==> src/rtl/msdm_pkg.sv <==
package msdm_pkg;

    // Sequencer states: loop held cleared, or loop advancing every clock
    typedef enum logic [0:0] {
        SQ_WAIT = 1'b0,
        SQ_RUN  = 1'b1
    } sq_state_e;

    // Number of accumulators in the shaping loop (feedback weights are tied to this)
    localparam int LOOP_ORDER = 4;

    // Front-end weight 1/16 expressed as a right shift
    localparam int FRONT_SH = 4;

    // Number of channels
    localparam int NCH = 2;

endpackage

==> src/rtl/msdm_seq.sv <==
module msdm_seq
    import msdm_pkg::*;
(
    input  logic clk,
    input  logic rst_n,
    input  logic smp_vld,
    output logic run_en,
    output logic load_en
);

    sq_state_e state_q;
    sq_state_e state_d;

    // State register
    always_ff @(posedge clk or negedge rst_n) begin
        if (!rst_n) begin
            state_q <= SQ_WAIT;
        end else begin
            state_q <= state_d;
        end
    end

    // Next state
    always_comb begin
        state_d = state_q;
        unique case (state_q)
            SQ_WAIT: if (smp_vld) state_d = SQ_RUN;
            SQ_RUN:  state_d = SQ_RUN;
            default: state_d = SQ_WAIT;
        endcase
    end

    // Outputs
    always_comb begin
        run_en  = 1'b0;
        load_en = smp_vld;
        unique case (state_q)
            SQ_WAIT: run_en = 1'b0;
            SQ_RUN:  run_en = 1'b1;
            default: run_en = 1'b0;
        endcase
    end

endmodule

==> src/rtl/msdm_quant.sv <==
module msdm_quant #(
    parameter int ST_W    = 32,
    parameter int STEP_SH = 23,
    parameter int LVL_W   = 3
) (
    input  logic signed [ST_W-1:0] u_i,
    output logic [LVL_W-1:0]       code_o
);

    localparam int NLVL = 1 << LVL_W;
    localparam int MID  = NLVL / 2;

    logic signed [ST_W-1:0] idx;

    // Mid-rise quantizer: decision thresholds at even multiples of the half step
    always_comb begin
        idx = (u_i >>> STEP_SH) + ST_W'(MID);
        if (idx < 0) begin
            code_o = '0;
        end else if (idx > ST_W'(NLVL - 1)) begin
            code_o = LVL_W'(NLVL - 1);
        end else begin
            code_o = idx[LVL_W-1:0];
        end
    end

endmodule

==> src/rtl/msdm_loop.sv <==
module msdm_loop
    import msdm_pkg::*;
#(
    parameter int IN_W  = 24,
    parameter int ST_W  = 32,
    parameter int LVL_W = 3
) (
    input  logic                   clk,
    input  logic                   rst_n,
    input  logic                   run_en,
    input  logic                   load_en,
    input  logic signed [IN_W-1:0] smp_i,
    output logic [LVL_W-1:0]       code_o
);

    localparam int HS   = IN_W - 2;           // half quantizer step = 2^HS input units
    localparam int EW   = ST_W + 2;           // headroom for the saturating sums
    localparam int NLVL = 1 << LVL_W;
    localparam logic signed [EW-1:0] LIM_HI = EW'((64'sd1 <<< (ST_W - 1)) - 64'sd1);
    localparam logic signed [EW-1:0] LIM_LO = -LIM_HI;

    logic signed [IN_W-1:0] x_q;
    logic signed [ST_W-1:0] st_q [LOOP_ORDER];
    logic signed [ST_W-1:0] st_d [LOOP_ORDER];
    logic signed [EW-1:0]   inc  [LOOP_ORDER];
    logic signed [EW-1:0]   sum  [LOOP_ORDER];
    logic [LVL_W-1:0]       q_code;
    logic signed [LVL_W+1:0] lvl;
    logic signed [EW-1:0]   y_e;
    logic signed [EW-1:0]   x_e;

    msdm_quant #(
        .ST_W   (ST_W),
        .STEP_SH(HS + 1),
        .LVL_W  (LVL_W)
    ) u_quant (
        .u_i   (st_q[LOOP_ORDER-1]),
        .code_o(q_code)
    );

    // Feedback level and stage inputs. Weights 1/16, 1/2, 3/2, 2 put all poles at 0.5.
    always_comb begin
        lvl = $signed({1'b0, q_code, 1'b0}) - $signed((LVL_W + 2)'(NLVL - 1));
        y_e = EW'(lvl) <<< HS;
        x_e = EW'(x_q);
        inc[0] = (x_e - y_e) >>> FRONT_SH;
        inc[1] = EW'(st_q[0]) - (y_e >>> 1);
        inc[2] = EW'(st_q[1]) - (y_e + (y_e >>> 1));
        inc[3] = EW'(st_q[2]) - (y_e <<< 1);
        for (int k = 0; k < LOOP_ORDER; k++) begin
            sum[k] = EW'(st_q[k]) + inc[k];
            if (sum[k] > LIM_HI) begin
                st_d[k] = LIM_HI[ST_W-1:0];
            end else if (sum[k] < LIM_LO) begin
                st_d[k] = LIM_LO[ST_W-1:0];
            end else begin
                st_d[k] = sum[k][ST_W-1:0];
            end
        end
    end

    always_ff @(posedge clk or negedge rst_n) begin
        if (!rst_n) begin
            x_q <= '0;
            for (int k = 0; k < LOOP_ORDER; k++) begin
                st_q[k] <= '0;
            end
        end else begin
            if (load_en) begin
                x_q <= smp_i;
            end
            if (run_en) begin
                for (int k = 0; k < LOOP_ORDER; k++) begin
                    st_q[k] <= st_d[k];
                end
            end
        end
    end

    assign code_o = run_en ? q_code : LVL_W'(NLVL / 2);

endmodule

==> src/rtl/msdm_stereo.sv <==
module msdm_stereo
    import msdm_pkg::*;
#(
    parameter int IN_W  = 24,
    parameter int ST_W  = 32,
    parameter int LVL_W = 3
) (
    input  logic                   clk,
    input  logic                   rst_n,
    input  logic                   smp_vld,
    input  logic signed [IN_W-1:0] smp_l,
    input  logic signed [IN_W-1:0] smp_r,
    output logic [LVL_W-1:0]       code_l,
    output logic [LVL_W-1:0]       code_r
);

    logic run_en;
    logic load_en;
    logic [LVL_W-1:0] code_ch [NCH];

    msdm_seq u_seq (
        .clk    (clk),
        .rst_n  (rst_n),
        .smp_vld(smp_vld),
        .run_en (run_en),
        .load_en(load_en)
    );

    for (genvar ch = 0; ch < NCH; ch++) begin : g_ch
        logic signed [IN_W-1:0] smp_ch;
        assign smp_ch = (ch == 0) ? smp_l : smp_r;

        msdm_loop #(
            .IN_W (IN_W),
            .ST_W (ST_W),
            .LVL_W(LVL_W)
        ) u_loop (
            .clk    (clk),
            .rst_n  (rst_n),
            .run_en (run_en),
            .load_en(load_en),
            .smp_i  (smp_ch),
            .code_o (code_ch[ch])
        );
    end

    assign code_l = code_ch[0];
    assign code_r = code_ch[1];

endmodule

==> config.mk <==
export PLATFORM = sky130hd
export DESIGN_NAME = msdm_stereo
export DESIGN_NICKNAME = d
export VERILOG_FILES = /design/src/rtl/msdm_pkg.sv /design/src/rtl/msdm_seq.sv /design/src/rtl/msdm_quant.sv /design/src/rtl/msdm_loop.sv /design/src/rtl/msdm_stereo.sv
export SDC_FILE = /design/constraint.sdc
export NUM_CORES = 1
export LEC_CHECK = 0
export BUFFER_PORTS_ARGS = -buffer_cell sky130_fd_sc_hd__clkbuf_2
export CAP_MARGIN = 10
export CORE_MARGIN = 8
export CORE_UTILIZATION = 70
export DETAILED_ROUTE_END_ITERATION = 10
export GPL_TIMING_DRIVEN = 1
export PLACE_DENSITY = 0.93
export SLEW_MARGIN = 10
export SYNTH_ARGS = -nofsm -noshare
export SYNTH_HDL_FRONTEND = slang
export SYNTH_SLANG_ARGS = --single-unit
==> constraint.sdc <==
create_clock -name clk -period 11.3 [get_ports clk]
set_clock_uncertainty 0.05 [all_clocks]
set_input_delay 1.13 -clock clk [delete_from_list [all_inputs] [get_ports clk]]
set_output_delay 1.13 -clock clk [all_outputs]
set_load 0.05 [all_outputs]
==> results.tsv <==
stage	metric	value	unit
sta	rsz0062_at_grt	false	
finish	drive_gt1_frac	0.05536	
synth	synth_most_common_cell	inv_1	
synth	synthFlopType	dfrtp_1	
synth	avgSynthCellArea	8.004	um2
floorplanning	start_util	0.7105	
hold_path	min_path_type	reg -> reg	
routing	wl_per_cell	19.65	um
sta	maxSlewHeadroom	0.2474	
synth	ys_async_sr_fraction	1.000	
synth	syn_area	0.03231	mm2
routing	wl_met3	7.050	mm
synth	yosysTopAreaCellShare	0.2300	
grt	track_usage	0.3257	
critical_path	path_max_fanout	21	
grt	antenna_found_initial	0	
floorplanning	core_area	0.04548	mm2
routing	top_layer	met4	
cts	clockBufferDepth	3	
critical_path	crit_required	11700	ps
cts	hold_buffers	0	
cts	clkSinkCount	297	
finish	area_growth	5.355	%
cts	post_cts_buffers	0	
synth	syn_inst	4037	
run	drv_cap	0	
synth	synth.largest_area_cell	dfrtp_1	
place	io_buffer_count	48	
place	placed_area	0.03268	mm2
sta	hold_viol	0	
sta	fmax	142.6	MHz
sta	fin_crit	7014	ps
finish	antennaDiodeCount	0	
synth	synth-seq-cells	297	
floorplanning	row_count	78	
critical_path	crit_type	reg -> reg	
floorplanning	pin_count	57	
routing	wl_met2	41.77	mm
run_status	status	finished, final reports clean	
cts	clock_latency	570	ps
grt	grt_pass1_vias	29530	
finish	nets	4435	
routing	via_count	30750	
sta	setup_viol	0	
cts	cts_max_level	2	
routing	dr.pass1.iters	8	
finish	final_cell_area	0.03404	mm2
synth	synth.area.top_cells	dfrtp_1 23%, ha_1 15%, inv_1 5.6%	
grt	grt_first_pass_wirelength	146.4	mm
critical_path	crit_path_end_kind	flip-flop	
routing	first_iter_violations	3435	
sta	tns	0	ps
routing	routedLengthMet1	36.16	mm
synth	yosysWarnings	0	
floorplanning	die_x	230.8	um
floorplanning	die_y	230.8	um
sta	fin_hold_ws	465.9	ps
place	dpl.hpwl	67.29	mm
synth	synth-edff-count	0	
routing	via_per_inst	6.722	
routing	drc_errors	0	
cts	cts.repair.resized	0	
routing	drt-total-wl	89.88	mm
critical_path	arrival	7420	ps
synth	ys_seq_area_frac	0.2300	
cts	tritoncts	built	
sta	finalCritPeriodShare	0.6207	
synth	synth_fp_nets	4524	
place	place_congestion	0.9763	
critical_path	start_kind	flip-flop	
synth	synth_common_cells	478 x inv_1, 392 x ha_1, 300 x nor2_1	
sta	tightest_slew	1129	ps
grt	grt_overflow	0	
synth	synthDistinctLibCells	99	
floorplanning	die_area	0.05329	mm2
grt	grt_start_max_net_pins	119	
cts	clk_pin_slew_worst_paths	60	ps
cts	cts_buffers	37	
cts	cts_root_buffer	clkbuf_16	
sta	slew_violations	0	
routing	ant_nets	0	
[path summary, 6_finish.rpt]
check,cells after the start,to,slack [ps],start
worst max-delay path,21,g_ch[1].u_loop.st_q[109],4290,g_ch[1].u_loop.st_q[26]
worst min-delay path,1,g_ch[1].u_loop.st_q[3],470,g_ch[1].u_loop.st_q[3]
worst max register to register,21,g_ch[1].u_loop.st_q[109],4290,g_ch[1].u_loop.st_q[26]
worst min register to register,1,g_ch[1].u_loop.st_q[3],470,g_ch[1].u_loop.st_q[3]
max in group asynchronous,3,g_ch[0].u_loop.st_q[125],8240,rst_n
min in group asynchronous,1,g_ch[1].u_loop.st_q[30],590,rst_n
[final cells by class]
cell class                      instances  area, um2
Tap cell                              600      750.7
Inverter                              479       1803
Clock buffer                           48       1037
Sequential cell                       297       7436
Multi-Input combinational cell       3069      22330
Timing Repair Buffer                   64      370.4
Fill cell                            3355      11440
Clock inverter                         17      319.1
[metrics by stage]
stage	util	setup WS [ps]	instances
2_1_floorplan	-	5535	4037
3_3_place_gp	0.7185	4653	4509
3_5_place_dp	0.7185	4445	4509
4_1_cts	0.7483	4372	4574
5_1_grt	0.7485	3872	4574
6_report	0.7485	4286	4574
[flip-flops by register name, summed over array words and instances, names as in the netlist]
register,flops
g_ch.u_loop.x_q,40
u_seq.state_q,1
g_ch.u_loop.st_q,256
[routing by layer]
metal	track usage	vias to the layer above
li1	-	14370
met2	0.5363	1410
met3	0.05543	359
met4	0.1588	0
met1	0.4117	14610
met5	0	-
[cells by family after synthesis]
logic type,after synthesis,share of synthesized area
AO/OA/AOI/OAI,1245,0.2648
XOR/XNOR,209,0.05665
adder cells (fa/ha/maj),438,0.1797
buffers and inverters,671,0.07962
flip-flops,297,0.2300
multiplexers,52,0.01766
AND/OR/NAND/NOR,1125,0.1716
[cell usage in the layout, fill, tap and decap left out, types with 18 or more instances in the layout]
| cell | instances |
|---|---|
| a211o_1 | 19 |
| a211oi_1 | 66 |
| a21o_1 | 135 |
| a21oi_1 | 293 |
| a221o_1 | 31 |
| a221oi_1 | 24 |
| a22oi_1 | 49 |
| a2bb2oi_1 | 29 |
| a31oi_1 | 49 |
| and2_1 | 25 |
| and3_1 | 33 |
| clkbuf_16 | 37 |
| clkbuf_2 | 47 |
| dfrtp_1 | 296 |
| fa_1 | 44 |
| ha_1 | 392 |
| inv_1 | 478 |
| mux2_2 | 40 |
| nand2_1 | 295 |
| nand2b_1 | 54 |
| nand3_1 | 88 |
| nand4_1 | 52 |
| nor2_1 | 300 |
| nor2b_1 | 48 |
| nor3_1 | 79 |
| nor4_1 | 25 |
| o211ai_1 | 46 |
| o21a_1 | 54 |
| o21ai_0 | 161 |
| o21ai_1 | 21 |
| o21bai_1 | 23 |
| o221ai_1 | 33 |
| o22ai_1 | 23 |
| o31ai_1 | 29 |
| or2_2 | 18 |
| or3_1 | 22 |
| xnor2_1 | 110 |
| xor2_1 | 99 |
[worst max-delay path, cell delays in order (launching register included)]
cell       delay, ps
dfrtp_1          440
ha_1             240
o21ai_0          170
a22oi_1          100
a21o_1           180
or2_2            310
nand2_1          190
inv_1             70
buf_4            260
ha_1             370
nand2b_1          90
o21ai_0          850
ha_1             410
nand4_1          190
a2111oi_1        680
o211a_1          300
o31ai_1           90
a31oi_1          540
nand2b_1         350
nand2_1          670
nor2_1           110
a211oi_1         240
Power is left out: the tool's default activity adds up to more than one toggle a clock period on the data nets, which glitch-free logic cannot reach.
